[src/rtl/dm_pkg.sv]
package dm_pkg;
  typedef enum logic [1:0] {
    MODE_TXO   = 2'd0,
    MODE_TRANS = 2'd1,
    MODE_LOCK  = 2'd2
  } mode_e;

  localparam int unsigned LINE_SCL  = 0;
  localparam int unsigned LINE_SDA  = 1;
  localparam int unsigned LINE_SCLK = 2;
  localparam int unsigned NUM_LINES = 3;
endpackage

[src/rtl/dm_rst_sync.sv]
module dm_rst_sync #(
  parameter int unsigned STAGES = 2
) (
  input  logic clk_i,
  input  logic rst_ni,
  output logic rst_sync_no
);
  logic [STAGES-1:0] sync_q;

  always_ff @(posedge clk_i or negedge rst_ni) begin
    if (!rst_ni) begin
      sync_q <= '0;
    end else begin
      sync_q <= {sync_q[STAGES-2:0], 1'b1};
    end
  end

  assign rst_sync_no = sync_q[STAGES-1];
endmodule

[src/rtl/dm_line_filter.sv]
module dm_line_filter #(
  parameter int unsigned FILT_LEN = 2,
  parameter logic        RST_VAL  = 1'b1
) (
  input  logic clk_i,
  input  logic rst_ni,
  input  logic din_i,
  output logic lvl_o,
  output logic chg_o
);
  logic [FILT_LEN-1:0] hist_q, hist_d;
  logic                lvl_q, lvl_d;
  logic                chg_q, chg_d;

  always_comb begin
    hist_d = {hist_q[FILT_LEN-2:0], din_i};
    lvl_d  = lvl_q;
    if (&hist_q)  lvl_d = 1'b1;
    if (~|hist_q) lvl_d = 1'b0;
    chg_d  = (lvl_d != lvl_q);
  end

  always_ff @(posedge clk_i or negedge rst_ni) begin
    if (!rst_ni) begin
      hist_q <= {FILT_LEN{RST_VAL}};
      lvl_q  <= RST_VAL;
      chg_q  <= 1'b0;
    end else begin
      hist_q <= hist_d;
      lvl_q  <= lvl_d;
      chg_q  <= chg_d;
    end
  end

  assign lvl_o = lvl_q;
  assign chg_o = chg_q;
endmodule

[src/rtl/dm_sat_counter.sv]
module dm_sat_counter #(
  parameter int unsigned LIMIT = 128,
  parameter int unsigned CNT_W = $clog2(LIMIT + 1)
) (
  input  logic             clk_i,
  input  logic             rst_ni,
  input  logic             clr_i,
  input  logic             inc_i,
  output logic [CNT_W-1:0] cnt_o,
  output logic             hit_o
);
  localparam logic [CNT_W-1:0] CNT_MAX = {CNT_W{1'b1}};
  localparam logic [CNT_W-1:0] CNT_LIM = CNT_W'(LIMIT);

  logic [CNT_W-1:0] cnt_q, cnt_d;
  logic             cnt_en;

  always_comb begin
    cnt_en = clr_i | (inc_i & (cnt_q != CNT_MAX));
    cnt_d  = clr_i ? '0 : cnt_q + 1'b1;
  end

  always_ff @(posedge clk_i or negedge rst_ni) begin
    if (!rst_ni) begin
      cnt_q <= '0;
    end else if (cnt_en) begin
      cnt_q <= cnt_d;
    end
  end

  assign cnt_o = cnt_q;
  assign hit_o = (cnt_q == CNT_LIM);
endmodule

[src/rtl/dm_mode_fsm.sv]
module dm_mode_fsm
  import dm_pkg::*;
(
  input  logic  clk_i,
  input  logic  rst_ni,
  input  logic  scl_lvl_i,
  input  logic  scl_chg_i,
  input  logic  sda_lvl_i,
  input  logic  sda_chg_i,
  input  logic  sclk_lvl_i,
  input  logic  sclk_chg_i,
  input  logic  addr_hit_i,
  input  logic  cnt_hit_i,
  output logic  cnt_clr_o,
  output logic  cnt_inc_o,
  output mode_e state_o,
  output logic  restart_o
);
  mode_e state_q, state_d;
  logic  restart_q, restart_d;
  logic  scl_fall, sclk_rise, bus_idle;

  assign scl_fall  = scl_chg_i & ~scl_lvl_i;
  assign sclk_rise = sclk_chg_i & sclk_lvl_i;
  assign bus_idle  = scl_lvl_i & sda_lvl_i & ~sda_chg_i;

  always_comb begin
    state_d   = state_q;
    restart_d = 1'b0;
    unique case (state_q)
      MODE_TXO: begin
        if (scl_fall) state_d = MODE_TRANS;
      end
      MODE_TRANS: begin
        if (addr_hit_i) begin
          state_d = MODE_LOCK;
        end else if (cnt_hit_i && !scl_fall) begin
          state_d   = MODE_TXO;
          restart_d = 1'b1;
        end
      end
      MODE_LOCK: state_d = MODE_LOCK;
      default:   state_d = MODE_TXO;
    endcase
  end

  always_ff @(posedge clk_i or negedge rst_ni) begin
    if (!rst_ni) begin
      state_q   <= MODE_TXO;
      restart_q <= 1'b0;
    end else begin
      state_q   <= state_d;
      restart_q <= restart_d;
    end
  end

  assign cnt_clr_o = (state_q != MODE_TRANS) | scl_fall | cnt_hit_i;
  assign cnt_inc_o = (state_q == MODE_TRANS) & sclk_rise & bus_idle;
  assign state_o   = state_q;
  assign restart_o = restart_q;
endmodule

[src/rtl/dualmode_ctrl.sv]
module dualmode_ctrl
  import dm_pkg::*;
#(
  parameter int unsigned FILT_LEN      = 2,
  parameter int unsigned REVERT_PULSES = 128,
  parameter int unsigned RST_STAGES    = 2
) (
  input  logic clk_i,
  input  logic rst_ni,
  input  logic scl_i,
  input  logic sda_i,
  input  logic sclk_i,
  input  logic addr_hit_i,
  output logic mode_bidir_o,
  output logic restart_o,
  output logic slave_en_o
);
  localparam int unsigned CNT_W = $clog2(REVERT_PULSES + 1);
  localparam logic [NUM_LINES-1:0] LINE_RST = 3'b011;

  logic                 rst_sync_n;
  logic [NUM_LINES-1:0] line_raw, line_lvl, line_chg;
  logic [CNT_W-1:0]     cnt;
  logic                 cnt_hit, cnt_clr, cnt_inc;
  mode_e                state;
  logic                 lock_st;

  dm_rst_sync #(.STAGES(RST_STAGES)) u_rst (
    .clk_i      (clk_i),
    .rst_ni     (rst_ni),
    .rst_sync_no(rst_sync_n)
  );

  assign line_raw[LINE_SCL]  = scl_i;
  assign line_raw[LINE_SDA]  = sda_i;
  assign line_raw[LINE_SCLK] = sclk_i;

  for (genvar g = 0; g < NUM_LINES; g++) begin : g_line
    dm_line_filter #(
      .FILT_LEN(FILT_LEN),
      .RST_VAL (LINE_RST[g])
    ) u_filt (
      .clk_i (clk_i),
      .rst_ni(rst_sync_n),
      .din_i (line_raw[g]),
      .lvl_o (line_lvl[g]),
      .chg_o (line_chg[g])
    );
  end

  dm_sat_counter #(.LIMIT(REVERT_PULSES), .CNT_W(CNT_W)) u_cnt (
    .clk_i (clk_i),
    .rst_ni(rst_sync_n),
    .clr_i (cnt_clr),
    .inc_i (cnt_inc),
    .cnt_o (cnt),
    .hit_o (cnt_hit)
  );

  dm_mode_fsm u_fsm (
    .clk_i     (clk_i),
    .rst_ni    (rst_sync_n),
    .scl_lvl_i (line_lvl[LINE_SCL]),
    .scl_chg_i (line_chg[LINE_SCL]),
    .sda_lvl_i (line_lvl[LINE_SDA]),
    .sda_chg_i (line_chg[LINE_SDA]),
    .sclk_lvl_i(line_lvl[LINE_SCLK]),
    .sclk_chg_i(line_chg[LINE_SCLK]),
    .addr_hit_i(addr_hit_i),
    .cnt_hit_i (cnt_hit),
    .cnt_clr_o (cnt_clr),
    .cnt_inc_o (cnt_inc),
    .state_o   (state),
    .restart_o (restart_o)
  );

  assign lock_st      = (state == MODE_LOCK);
  assign mode_bidir_o = (state != MODE_TXO);
  assign slave_en_o   = (state != MODE_TXO);
endmodule

[config.mk]
export PLATFORM = sky130hd
export DESIGN_NAME = dualmode_ctrl
export DESIGN_NICKNAME = d
export VERILOG_FILES = /design/src/rtl/dm_pkg.sv /design/src/rtl/dm_rst_sync.sv /design/src/rtl/dm_line_filter.sv /design/src/rtl/dm_sat_counter.sv /design/src/rtl/dm_mode_fsm.sv /design/src/rtl/dualmode_ctrl.sv
export SDC_FILE = /design/constraint.sdc
export NUM_CORES = 1
export LEC_CHECK = 0
export ABC_AREA = 0
export BUFFER_PORTS_ARGS = -buffer_cell sky130_fd_sc_hd__buf_4
export CAP_MARGIN = 20
export CORE_ASPECT_RATIO = 1.2
export CORE_UTILIZATION = 45
export DETAILED_ROUTE_END_ITERATION = 12
export GPL_TIMING_DRIVEN = 0
export PLACE_DENSITY = 0.71
export SETUP_SLACK_MARGIN = 0.05
export SLEW_MARGIN = 10
export SYNTH_ARGS = -nofsm -noshare
export SYNTH_HDL_FRONTEND = slang
export SYNTH_SLANG_ARGS = --single-unit
[constraint.sdc]
create_clock -name clk_i -period 1.1 [get_ports clk_i]
set_input_delay 0.33 -clock clk_i [delete_from_list [all_inputs] [get_ports clk_i]]
set_output_delay 0.33 -clock clk_i [all_outputs]
set_load 0.1 [all_outputs]
==> results.cfg <==
[critical_path]
worst-r2r-cell-count = 4
cp-start-kind = flip-flop
rrSetupSlack_ps = -440
crit_path_end = slave_en_o
timing.rr.start = g_line[0].u_filt.lvl_o
end_kind = primary output
r2r-end = u_cnt.cnt_o[5]
cp_max_fo = 2
startpoint = u_fsm.state_o[0]
required_ps = 770
arrival_ps = 1240
critPathKind = reg -> out

[sta]
hold_ws_ps = 113
period_share_pct = 142
skew_ps = 2.13
worst_slack_ps = -467
hold_violations = 0
max_freq_ghz = 0.638
period_minus_slack_ps = 1570
drv_slew = 0
rsz0062_at_grt = true
setup_viol = 14
fin_setup_tns_ps = -4620

[clocking]
root_buffer = clkbuf_4
cts.clk_slew.worst_paths_ps = 130
clkLatencyLatePin_ps = 310
cts_max_path_buffers = 2
cts_tree = done
cts.sinks = 25
htree_levels = 1
cts_buffers = 3

[synthesis]
yosys.area.top_type_share_pct = 44.2
synthDistinctLibCells = 32
synth_warnings = 0
syn_inst = 96
yosys.area.top_type = dfrtp_1
synth_area_mm2 = 0.00107
yosys-top-cells-area = dfrtp_1, dfstp_2, o21ai_0
ys_seq_elements = 25
synth_area_per_cell_um2 = 11.2
ys_seq_area_share_pct = 58.9
syn-num-nets = 104

[grt]
grt_overflow = 0
grt_pass1_wl_um = 3470
grt_max_degree = 24
antenna_found_initial = 0
grtUsageTotal_pct = 18.3
grt_pass1_vias = 812

[detailed_routing]
vias = 800
wl_um = 2020
wl_per_cell_um = 12.9
drt_iter0_markers = 10
drcViolationCount = 0
dr.pass1.iters = 4
ant_nets = 0
avgViaCountPerCell = 5.13

[run_status]
violations = negative setup slack
status = finished with violations

[power_and_ir_drop]
p_leak_nw = 0.601
ir_worst_vdd_mv = 1.59
p_per_area_mw_per_mm2 = 1720

[placement]
port_buffers = 8
hpwl_um = 1250
gp_routability_congestion = 0.763

[floorplanning]
die_w_um = 46.6
die_area_mm2 = 0.00259
core_mm2 = 0.00228
die_h_um = 55.5
top_level_ports = 9
start_util_pct = 47.1
rows = 19

[run]
max_cap_violations = 0

[cells_and_area]
antenna_cells = 0
fin_nets = 134
area_delta_synth_final_pct = 38.3
layout-drive-gt1-share_pct = 49.6

[min_path]
hp-class = in -> reg
-- flip-flops by register name, indices dropped and copies added, names as in the netlist --
name,cells
g_line.u_filt.chg_o,3
u_rst.sync_q,2
g_line.u_filt.lvl_o,3
u_cnt.cnt_o,8
u_fsm.restart_o,1
g_line.u_filt.hist_q,6
u_fsm.state_o,2
-- layer usage --
| layer | GRT usage [%] | up-vias | share of wire (%) |
|---|---|---|---|
| li1 | - | 392 | - |
| met1 | 23.5 | 401 | 42 |
| met2 | 30.4 | 5 | 56 |
| met3 | 1.96 | 2 | 1.2 |
| met4 | 7.35 | 0 | 0.60 |
| met5 | 0 | - | 0 |
-- critical path, stage by stage (launching register included) --
cell and delay (ps):
dfrtp_1 400, or2_4 260, buf_6 120, buf_12 150
-- how the worst min path moves through the flow --
stage,start,cells past startpoint,endpoint,slack (ps)
after floorplan,rst_ni,0,u_rst.sync_q[0],30
after global placement,rst_ni,1,u_rst.sync_q[0],110
after detailed placement,rst_ni,1,u_rst.sync_q[1],110
after CTS,scl_i,1,g_line[0].u_filt.hist_q[0],100
after global routing,scl_i,1,g_line[0].u_filt.hist_q[0],80
final,scl_i,1,g_line[0].u_filt.hist_q[0],110
-- synth_stat cells --
master      n
a21oi_1     5
a221oi_1    1
and2_1      1
and2b_1     1
and3_1      1
and3b_1     1
and4_4      1
and4b_1     1
buf_4       1
clkbuf_2    1
conb_1      1
dfrtp_1    19
dfstp_2     6
ha_1        2
inv_1       4
maj3_1      2
mux2i_1     1
nand2_1    10
nand2b_1    1
nand3_1     3
nand4_1     3
nor2_1      7
nor2b_1     1
nor3_1      2
nor4bb_1    1
o2111ai_1   2
o2111ai_4   1
o21ai_0     8
or2_2       1
or3_1       4
xnor2_1     2
xor2_1      1
-- cell usage in the layout, fill, tap and decap left out, types with 2 or more instances in the layout --
master	count
buf_4	17
dfrtp_1	12
nor2_1	7
nand2_1	7
o21ai_0	7
dfrtp_2	7
buf_6	6
dfstp_2	6
inv_1	3
a21oi_1	3
nand2_2	3
nand4_1	3
or3_1	3
clkbuf_4	3
maj3_1	2
nor3_1	2
nand3_4	2
o2111ai_2	2
a21oi_2	2
-- where the power goes --
part	switching [mW]	internal (mW)
Combinational	0.631	0.464
Sequential	0.0601	1.00
Clock	0.253	0.141
Total	0.944	1.61
-- per-stage QoR --
step,total power [mW],cell area [µm²],setup WS [ps],util [%],instances
2_1_floorplan,1.68,1100,-303,-,96
3_3_place_gp,1.80,1200,-378,52.7,135
3_5_place_dp,1.82,1200,-413,52.7,135
4_1_cts,2.46,1420,-475,62.1,153
5_1_grt,2.67,1490,-518,65.1,156
6_report,2.55,1490,-467,65.1,156
-- kinds of logic after synthesis --
family | Yosys count | synth area share, %
adders and majority gates | 4 | 4.19
xor gates and xnor gates | 3 | 2.45
DFF | 25 | 58.9
other | 1 | 0.349
muxes | 1 | 0.931
and+or+nand+nor | 39 | 19.7
AOI/OAI and AO/OA | 17 | 10.9
buffers and inverters | 6 | 2.56
-- cell type report --
class | count | area, µm²
Multi-Input combinational cell | 65 | 519
Timing Repair Buffer | 25 | 229
Buffer | 2 | 16.3
Inverter | 4 | 15.0
Tap cell | 31 | 38.8
Clock buffer | 4 | 26.3
Sequential cell | 25 | 642
Fill cell | 190 | 796
-- what timing repair did --
action                     4_1_cts  5_1_grt
buffers inserted                13        3
pin swaps                       17        5
setup endpoints to repair       14       14
resized for setup               17       16
hold endpoints to repair         2        0
hold buffers                     1        0
Power figures use the tool's default switching activity.
